File: config.mk
export PLATFORM = sky130hd
export DESIGN_NAME = scan_tap
export DESIGN_NICKNAME = d
export VERILOG_FILES = /design/src/rtl/scan_pkg.sv /design/src/rtl/scan_pin_sync.sv /design/src/rtl/scan_tap_fsm.sv /design/src/rtl/scan_shift_reg.sv /design/src/rtl/scan_tap.sv
export SDC_FILE = /design/constraint.sdc
export NUM_CORES = 1
export LEC_CHECK = 0
export CORE_ASPECT_RATIO = 0.5
export CORE_MARGIN = 2
export CORE_UTILIZATION = 50
export CTS_CLUSTER_SIZE = 30
export DETAILED_ROUTE_END_ITERATION = 6
export GPL_ROUTABILITY_DRIVEN = 0
export PLACE_DENSITY = 0.68
export SETUP_SLACK_MARGIN = 0.02
export SLEW_MARGIN = 40
export SYNTH_ARGS = -nofsm -noshare
export SYNTH_HDL_FRONTEND = slang
export SYNTH_SLANG_ARGS = --single-unit
File: constraint.sdc
create_clock -name clk -period 4.59 [get_ports clk]
set_clock_uncertainty 0.15 [all_clocks]
set_input_delay 0.6885 -clock clk [delete_from_list [all_inputs] [get_ports clk]]
set_output_delay 0.6885 -clock clk [all_outputs]
set_load 0.01 [all_outputs]
File: src/rtl/scan_pkg.sv
package scan_pkg;

    typedef enum logic [3:0] {
        ST_RESET      = 4'd0,
        ST_IDLE       = 4'd1,
        ST_DR_SELECT  = 4'd2,
        ST_DR_CAPTURE = 4'd3,
        ST_DR_SHIFT   = 4'd4,
        ST_DR_EXIT1   = 4'd5,
        ST_DR_PAUSE   = 4'd6,
        ST_DR_EXIT2   = 4'd7,
        ST_DR_UPDATE  = 4'd8,
        ST_IR_SELECT  = 4'd9,
        ST_IR_CAPTURE = 4'd10,
        ST_IR_SHIFT   = 4'd11,
        ST_IR_EXIT1   = 4'd12,
        ST_IR_PAUSE   = 4'd13,
        ST_IR_EXIT2   = 4'd14,
        ST_IR_UPDATE  = 4'd15
    } tap_state_e;

    localparam logic [31:0] CAPTURE_WORD = 32'hDEAD_BEEF;

    // One sample of the three test pins.
    typedef struct packed {
        logic tck;
        logic tms;
        logic tdi;
    } pin_sample_t;

    // What happens at one detected test clock rising edge.
    typedef struct packed {
        logic       fire;
        tap_state_e dest;
        logic       tdi;
    } tap_step_t;

    function automatic tap_state_e tap_next(input tap_state_e cur, input logic sel);
        tap_state_e nxt;
        case (cur)
            ST_RESET:      nxt = sel ? ST_RESET     : ST_IDLE;
            ST_IDLE:       nxt = sel ? ST_DR_SELECT : ST_IDLE;
            ST_DR_SELECT:  nxt = sel ? ST_IR_SELECT : ST_DR_CAPTURE;
            ST_DR_CAPTURE: nxt = sel ? ST_DR_EXIT1  : ST_DR_SHIFT;
            ST_DR_SHIFT:   nxt = sel ? ST_DR_EXIT1  : ST_DR_SHIFT;
            ST_DR_EXIT1:   nxt = sel ? ST_DR_UPDATE : ST_DR_PAUSE;
            ST_DR_PAUSE:   nxt = sel ? ST_DR_EXIT2  : ST_DR_PAUSE;
            ST_DR_EXIT2:   nxt = sel ? ST_DR_UPDATE : ST_DR_SHIFT;
            ST_DR_UPDATE:  nxt = sel ? ST_DR_SELECT : ST_IDLE;
            ST_IR_SELECT:  nxt = sel ? ST_RESET     : ST_IR_CAPTURE;
            ST_IR_CAPTURE: nxt = sel ? ST_IR_EXIT1  : ST_IR_SHIFT;
            ST_IR_SHIFT:   nxt = sel ? ST_IR_EXIT1  : ST_IR_SHIFT;
            ST_IR_EXIT1:   nxt = sel ? ST_IR_UPDATE : ST_IR_PAUSE;
            ST_IR_PAUSE:   nxt = sel ? ST_IR_EXIT2  : ST_IR_PAUSE;
            ST_IR_EXIT2:   nxt = sel ? ST_IR_UPDATE : ST_IR_SHIFT;
            ST_IR_UPDATE:  nxt = sel ? ST_DR_SELECT : ST_IDLE;
            default:       nxt = ST_RESET;
        endcase
        return nxt;
    endfunction

    function automatic logic is_shift(input tap_state_e s);
        return (s == ST_DR_SHIFT) || (s == ST_IR_SHIFT);
    endfunction

endpackage

File: src/rtl/scan_pin_sync.sv
module scan_pin_sync #(
    parameter int SYNC_STAGES = 2
) (
    input  logic clk,
    input  logic rst,
    input  logic tck_pin,
    input  logic tms_pin,
    input  logic tdi_pin,
    output logic tck_rise,
    output logic tms_s,
    output logic tdi_s
);
    import scan_pkg::*;

    localparam int LAST = SYNC_STAGES - 1;

    pin_sample_t stage [SYNC_STAGES];
    logic        tck_prev;

    // All three pins travel the same chain so TMS/TDI line up with the edge.
    for (genvar g = 0; g < SYNC_STAGES; g++) begin : g_stage
        if (g == 0) begin : g_first
            always_ff @(posedge clk) begin
                if (rst) stage[0] <= '0;
                else     stage[0] <= '{tck: tck_pin, tms: tms_pin, tdi: tdi_pin};
            end
        end else begin : g_next
            always_ff @(posedge clk) begin
                if (rst) stage[g] <= '0;
                else     stage[g] <= stage[g-1];
            end
        end
    end

    always_ff @(posedge clk) begin
        if (rst) tck_prev <= 1'b0;
        else     tck_prev <= stage[LAST].tck;
    end

    assign tck_rise = stage[LAST].tck & ~tck_prev;
    assign tms_s    = stage[LAST].tms;
    assign tdi_s    = stage[LAST].tdi;

    // a detected edge lasts one system clock
    p_single_pulse_r2: assert property (@(posedge clk) disable iff (rst)
        tck_rise |=> !tck_rise);

endmodule

File: src/rtl/scan_tap_fsm.sv
module scan_tap_fsm (
    input  logic                  clk,
    input  logic                  rst,
    input  logic                  tck_rise,
    input  logic                  tms_s,
    input  logic                  tdi_s,
    output scan_pkg::tap_state_e  state,
    output scan_pkg::tap_step_t   step
);
    import scan_pkg::*;

    tap_state_e state_q;
    tap_state_e dest;

    assign dest = tap_next(state_q, tms_s);

    always_ff @(posedge clk) begin
        if (rst)           state_q <= ST_RESET;
        else if (tck_rise) state_q <= dest;
    end

    assign state = state_q;
    assign step  = '{fire: tck_rise, dest: dest, tdi: tdi_s};

    // reset lands in the reset state
    p_reset_state_r1: assert property (@(posedge clk)
        rst |=> state_q == ST_RESET);

    // no edge, no move
    p_no_edge_hold_r2: assert property (@(posedge clk) disable iff (rst)
        !tck_rise |=> $stable(state_q));

    // reset state holds on select high
    p_reset_sticky_r3: assert property (@(posedge clk) disable iff (rst)
        (tck_rise && tms_s && state_q == ST_RESET) |=> state_q == ST_RESET);

    // idle holds on select low
    p_idle_sticky_r3: assert property (@(posedge clk) disable iff (rst)
        (tck_rise && !tms_s && state_q == ST_IDLE) |=> state_q == ST_IDLE);

    // IR-select escapes to reset on select high
    p_ir_select_escape_r4: assert property (@(posedge clk) disable iff (rst)
        (tck_rise && tms_s && state_q == ST_IR_SELECT) |=> state_q == ST_RESET);

    // shift states are only entered from capture, shift or exit2
    p_shift_entry_r3: assert property (@(posedge clk) disable iff (rst)
        (tck_rise && dest == ST_DR_SHIFT) |->
            (state_q == ST_DR_CAPTURE || state_q == ST_DR_SHIFT || state_q == ST_DR_EXIT2));

endmodule

File: src/rtl/scan_shift_reg.sv
module scan_shift_reg #(
    parameter int                   W          = 5,
    parameter logic [W-1:0]         RESET_VAL  = '0,
    parameter logic [W-1:0]         LOAD_VAL   = '0,
    parameter scan_pkg::tap_state_e LOAD_STATE = scan_pkg::ST_RESET,
    parameter scan_pkg::tap_state_e SHIFT_STATE = scan_pkg::ST_IR_SHIFT
) (
    input  logic                clk,
    input  logic                rst,
    input  scan_pkg::tap_step_t step,
    output logic                lsb
);
    logic [W-1:0] q;
    logic [W-1:0] shifted;
    logic         do_load;
    logic         do_shift;

    assign do_load  = step.fire && (step.dest == LOAD_STATE);
    assign do_shift = step.fire && (step.dest == SHIFT_STATE);

    if (W == 1) begin : g_single
        assign shifted = step.tdi;
    end else begin : g_multi
        assign shifted = {step.tdi, q[W-1:1]};

        // the body moves down by one place
        p_body_moves_r7: assert property (@(posedge clk) disable iff (rst)
            do_shift |=> q[W-2:0] == $past(q[W-1:1]));
    end

    always_ff @(posedge clk) begin
        if (rst)           q <= RESET_VAL;
        else if (do_load)  q <= LOAD_VAL;
        else if (do_shift) q <= shifted;
    end

    assign lsb = q[0];

    // on the instruction instance, R6 on the data instance
    p_load_on_entry_r6: assert property (@(posedge clk) disable iff (rst)
        do_load |=> q == LOAD_VAL);

    // sampled data enters at the top bit
    p_top_bit_in_r8: assert property (@(posedge clk) disable iff (rst)
        do_shift |=> q[W-1] == $past(step.tdi));

    // contents survive every other edge and idle cycle
    p_contents_kept_r9: assert property (@(posedge clk) disable iff (rst)
        !(do_load || do_shift) |=> $stable(q));

endmodule

File: src/rtl/scan_tap.sv
module scan_tap #(
    parameter int IR_W        = 5,
    parameter int DR_W        = 32,
    parameter int SYNC_STAGES = 2
) (
    input  logic       clk,
    input  logic       rst,
    input  logic       scan_clk_i,
    input  logic       scan_sel_i,
    input  logic       scan_in_i,
    output logic       scan_out_o,
    output logic [3:0] tap_state_o
);
    import scan_pkg::*;

    localparam logic [IR_W-1:0] IR_INIT = IR_W'(1);
    localparam logic [DR_W-1:0] DR_LOAD = DR_W'(CAPTURE_WORD);

    logic       tck_rise;
    logic       tms_s;
    logic       tdi_s;
    tap_state_e state;
    tap_step_t  step;
    logic       ir_lsb;
    logic       dr_lsb;
    logic       tdo_q;

    scan_pin_sync #(.SYNC_STAGES(SYNC_STAGES)) u_sync (
        .clk      (clk),
        .rst      (rst),
        .tck_pin  (scan_clk_i),
        .tms_pin  (scan_sel_i),
        .tdi_pin  (scan_in_i),
        .tck_rise (tck_rise),
        .tms_s    (tms_s),
        .tdi_s    (tdi_s)
    );

    scan_tap_fsm u_fsm (
        .clk      (clk),
        .rst      (rst),
        .tck_rise (tck_rise),
        .tms_s    (tms_s),
        .tdi_s    (tdi_s),
        .state    (state),
        .step     (step)
    );

    scan_shift_reg #(
        .W           (IR_W),
        .RESET_VAL   (IR_INIT),
        .LOAD_VAL    (IR_INIT),
        .LOAD_STATE  (ST_RESET),
        .SHIFT_STATE (ST_IR_SHIFT)
    ) u_ir (
        .clk  (clk),
        .rst  (rst),
        .step (step),
        .lsb  (ir_lsb)
    );

    scan_shift_reg #(
        .W           (DR_W),
        .RESET_VAL   ('0),
        .LOAD_VAL    (DR_LOAD),
        .LOAD_STATE  (ST_DR_CAPTURE),
        .SHIFT_STATE (ST_DR_SHIFT)
    ) u_dr (
        .clk  (clk),
        .rst  (rst),
        .step (step),
        .lsb  (dr_lsb)
    );

    // Output bit is taken from the register that shifts on this edge,
    // before that register moves.
    always_ff @(posedge clk) begin
        if (rst) begin
            tdo_q <= 1'b0;
        end else if (step.fire) begin
            if (step.dest == ST_DR_SHIFT)      tdo_q <= dr_lsb;
            else if (step.dest == ST_IR_SHIFT) tdo_q <= ir_lsb;
        end
    end

    assign scan_out_o  = tdo_q;
    assign tap_state_o = state;

    // output low after reset
    p_out_low_after_reset_r1: assert property (@(posedge clk)
        rst |=> !scan_out_o);

    // output only moves on an edge entering a shift state
    p_out_quiet_r9: assert property (@(posedge clk) disable iff (rst)
        !(tck_rise && is_shift(step.dest)) |=> $stable(scan_out_o));

    // the controller sits in a shift state after any output-moving edge
    p_out_with_shift_r10: assert property (@(posedge clk) disable iff (rst)
        (tck_rise && is_shift(step.dest)) |=> is_shift(tap_state_e'(tap_state_o)));

endmodule

==> metrics.txt <==
# TYPE chip_impl_metric gauge
chip_impl_info{name="status",value="completed"} 1
chip_impl_metric{name="post-dp-hpwl",unit="µm"} 2280
chip_impl_metric{name="cp.required",unit="ns"} 4.62
chip_impl_info{name="dominantRegCellSynth",value="sky130_fd_sc_hd__dfxtp_1"} 1
chip_impl_metric{name="floorplan.io_pins",unit=""} 10
chip_impl_metric{name="fp.dieArea",unit="µm²"} 4690
chip_impl_metric{name="synth.area.mux_share",unit=""} 0.0704
chip_impl_metric{name="finalHoldViolations",unit=""} 0
chip_impl_metric{name="placedCellCount",unit=""} 240
chip_impl_info{name="worstSetupStartpointType",value="primary input"} 1
chip_impl_metric{name="post-route-period-util",unit=""} 0.590
chip_impl_metric{name="maxSlewViolCount",unit=""} 0
chip_impl_info{name="tritoncts_clock_tree",value="done"} 1
chip_impl_info{name="combinational_family_with_the_most_area_after_synthesis",value="compound AO/OA/AOI/OAI gates"} 1
chip_impl_metric{name="worstHoldPathCells",unit=""} 1
chip_impl_metric{name="first_global_vias",unit=""} 1338
chip_impl_metric{name="synth_async_sr_flop_share",unit=""} 0
chip_impl_metric{name="setup_violations",unit=""} 0
chip_impl_metric{name="grt-ovfl-total",unit=""} 0
chip_impl_metric{name="clock.fmax",unit="MHz"} 369
chip_impl_metric{name="number_of_buffers_added_by_the_clock_tree_synthesis_step",unit=""} 5
chip_impl_metric{name="drt_iter0_markers",unit=""} 88
chip_impl_metric{name="drtPass1Iterations",unit=""} 4
chip_impl_metric{name="postSynthRegisterBits",unit=""} 49
chip_impl_metric{name="cells_on_worst_reg2reg_path",unit=""} 3
chip_impl_metric{name="vdd.ir_drop.worst",unit="mV"} 0.190
chip_impl_metric{name="timing.setup.tns",unit="ns"} 0
chip_impl_metric{name="synth_adder_area_share",unit=""} 0
chip_impl_metric{name="min_period",unit="ns"} 2.71
chip_impl_metric{name="port_buffer_count",unit=""} 9
chip_impl_metric{name="cts_buffer_depth",unit=""} 2
chip_impl_metric{name="rows",unit=""} 16
chip_impl_info{name="endpoint_kind",value="register"} 1
chip_impl_metric{name="synth_enable_flop_cells",unit=""} 0
chip_impl_metric{name="post_detailed_route_wirelength_per_cell",unit="µm"} 14.8
chip_impl_metric{name="fin_worst_hold_slack",unit="ns"} 0.301
chip_impl_metric{name="grt_antenna_before_repair",unit=""} 0
chip_impl_metric{name="yosys.area_share.simple",unit=""} 0.141
chip_impl_metric{name="core_area",unit="µm²"} 3920
chip_impl_metric{name="antennaDiodeCount",unit=""} 0
chip_impl_metric{name="clkTransAtPathRegs",unit="ns"} 0.08
chip_impl_metric{name="drt_wl_total",unit="µm"} 3680
chip_impl_metric{name="instances_no_fill",unit=""} 248
chip_impl_metric{name="yosys_synthesis_warning_count",unit=""} 0
chip_impl_metric{name="synth_xor_xnor_area_share",unit=""} 0.00425
chip_impl_metric{name="drt_drc_violations_left",unit=""} 0
chip_impl_metric{name="post-cts-setup-buffer-count",unit=""} 0
chip_impl_info{name="holdCritPathClass",value="reg2reg"} 1
chip_impl_metric{name="cts_num_sinks",unit=""} 49
chip_impl_metric{name="die_height",unit="µm"} 49.4
chip_impl_metric{name="start_util",unit=""} 0.526
chip_impl_metric{name="synth.avg_cell_area",unit="µm²"} 10.7
chip_impl_metric{name="detailroute.via_count",unit=""} 1459
chip_impl_metric{name="post_synth_instance_area",unit="µm²"} 2060
chip_impl_metric{name="drt-vias-per-instance",unit=""} 5.88
chip_impl_metric{name="static_leakage",unit="nW"} 0.861
chip_impl_metric{name="area.growth.synth_to_final",unit="%"} 7.77
chip_impl_metric{name="count_of_antenna_violating_nets_left_after_detailed_routing",unit=""} 0
chip_impl_metric{name="clk-insertion-delay-late",unit="ns"} 0.30
chip_impl_metric{name="post_cts_resize_count",unit=""} 0
chip_impl_metric{name="cts_max_level",unit=""} 2
chip_impl_metric{name="worst_slew_margin_rel",unit=""} 0.469
chip_impl_metric{name="first_pass_grt_wire_length",unit="µm"} 6530
chip_impl_info{name="grt_setup_unrepaired",value="false"} 1
chip_impl_metric{name="cts_hold_buf",unit=""} 0
chip_impl_metric{name="die-width",unit="µm"} 94.8
chip_impl_metric{name="cap_violations",unit=""} 0
chip_impl_metric{name="critical_path_peak_fanout",unit=""} 27
chip_impl_metric{name="synth.yosys.seq_area_share",unit=""} 0.476
chip_impl_metric{name="ys_types",unit=""} 46
chip_impl_info{name="cts-root-buf",value="sky130_fd_sc_hd__clkbuf_8"} 1
chip_impl_metric{name="post_synth_inst_count",unit=""} 193
chip_impl_metric{name="grt.total_usage",unit=""} 0.180
chip_impl_metric{name="timing.critical_path.arrival",unit="ns"} 2.74
chip_impl_metric{name="post_route_cells_drive_above_1_share",unit=""} 0.211
chip_impl_metric{name="synth_compound_area_frac",unit=""} 0.255
chip_impl_metric{name="grt_start_max_net_pins",unit=""} 33
chip_impl_metric{name="tightest_slew",unit="ns"} 0.797
chip_impl_metric{name="syn-num-nets",unit=""} 198
chip_impl_metric{name="final_net_count",unit=""} 198
chip_impl_info{name="timing.setup.critical_path_class",value="in2reg"} 1
chip_impl_metric{name="cellPowerDensity",unit="nW/µm²"} 325
-- Yosys cell counts (2+ instances only) --
cell type	instances	area share
sky130_fd_sc_hd__mux2i_1	13	0.063
sky130_fd_sc_hd__inv_1	3	0.0055
sky130_fd_sc_hd__clkbuf_1	5	0.0091
sky130_fd_sc_hd__o21ai_0	6	0.015
sky130_fd_sc_hd__a211oi_1	6	0.022
sky130_fd_sc_hd__dfxtp_1	49	0.48
sky130_fd_sc_hd__a211o_1	2	0.0085
sky130_fd_sc_hd__nor2_1	12	0.022
sky130_fd_sc_hd__nand2_1	5	0.0091
sky130_fd_sc_hd__nor2b_1	11	0.033
sky130_fd_sc_hd__buf_4	4	0.015
sky130_fd_sc_hd__buf_2	7	0.017
sky130_fd_sc_hd__a31oi_1	3	0.0091
sky130_fd_sc_hd__a21oi_1	10	0.024
sky130_fd_sc_hd__o221a_2	24	0.13
sky130_fd_sc_hd__and2_1	3	0.0091
-- area by class of cell --
cell class | count | area (µm²)
repair buffers | 10 | 97.6
fillers | 351 | 1700
inverters | 4 | 15.0
clock inverters | 2 | 13.8
multi-input cells | 123 | 975
well taps | 54 | 67.6
flip-flops and latches | 49 | 981
clock buffers | 6 | 72.6
-- final timing paths --
| kind | slack [ns] | to | startpoint |
|---|---|---|---|
| setup / recovery | 1.88 | scan_out_o | rst |
| hold / removal | 0.30 | u_sync.stage[1][2] | u_sync.stage[0][2] |
| setup reg to reg | 2.19 | u_dr.q[30] | u_fsm.state[2] |
| hold reg to reg | 0.30 | u_sync.stage[1][2] | u_sync.stage[0][2] |
-- through the flow --
| stage | setup WS (ns) | total power, mW | utilization | cell area [µm²] |
|---|---|---|---|---|
| finish | 1.88 | 0.723 | 0.566 | 2220 |
| global placement | 1.62 | 0.483 | 0.544 | 2140 |
| floorplan | 2.89 | 0.473 | - | 2060 |
| detailed placement | 1.53 | 0.484 | 0.544 | 2140 |
| CTS | 1.86 | 0.730 | 0.566 | 2220 |
| global route | 1.64 | 0.751 | 0.566 | 2220 |
-- kinds of logic after synthesis --
group,count (synthesis)
buf+inv,21
simple gates,46
xor+xnor,1
compound gates,62
flops,49
mux,14
-- per-layer routing --
metal / vias up / track usage / wire length, µm
met1: 701 / 0.261 / 1940
met5: - / 0 / 0
met3: 0 / 0.0510 / 120
li1: 734 / - / -
met4: 0 / 0.0435 / 0
met2: 24 / 0.262 / 1620
-- layout by cell type (no fill, tap or decap), drive strengths merged, types with 2 or more instances in the layout --
cell / n
nor2b: 11
nor3b: 2
inv: 4
o21a: 2
clkinv: 2
a211oi: 6
nand2: 5
a211o: 2
o221a: 24
dfxtp: 49
a31oi: 3
nand3: 2
mux2i: 13
and2: 3
nor4b: 2
a21oi: 10
clkbuf: 6
clkdlybuf4s50: 9
nor2: 12
and3: 2
o21ai: 7
-- worst max-delay path, stage by stage --
cell	delay [ns]
sky130_fd_sc_hd__clkdlybuf4s50_1	0.85
sky130_fd_sc_hd__clkinv_1	0.75
sky130_fd_sc_hd__o21ai_0	0.25
sky130_fd_sc_hd__a2111o_1	0.12
sky130_fd_sc_hd__mux2i_1	0.06
-- state kept, by name, indices dropped and copies added, names as in the netlist --
| register | count |
|---|---|
| u_ir.q | 5 |
| u_sync.tck_prev | 1 |
| scan_out_o | 1 |
| u_fsm.state | 4 |
| u_dr.q | 32 |
| u_sync.stage | 6 |
-- report_power, final --
part / total (mW) / internal [mW] / switching, mW
Combinational: 0.0346 / 0.0169 / 0.0177
Clock: 0.248 / 0.109 / 0.140
Sequential: 0.440 / 0.431 / 0.00907
(Power assumes the default switching activity.)
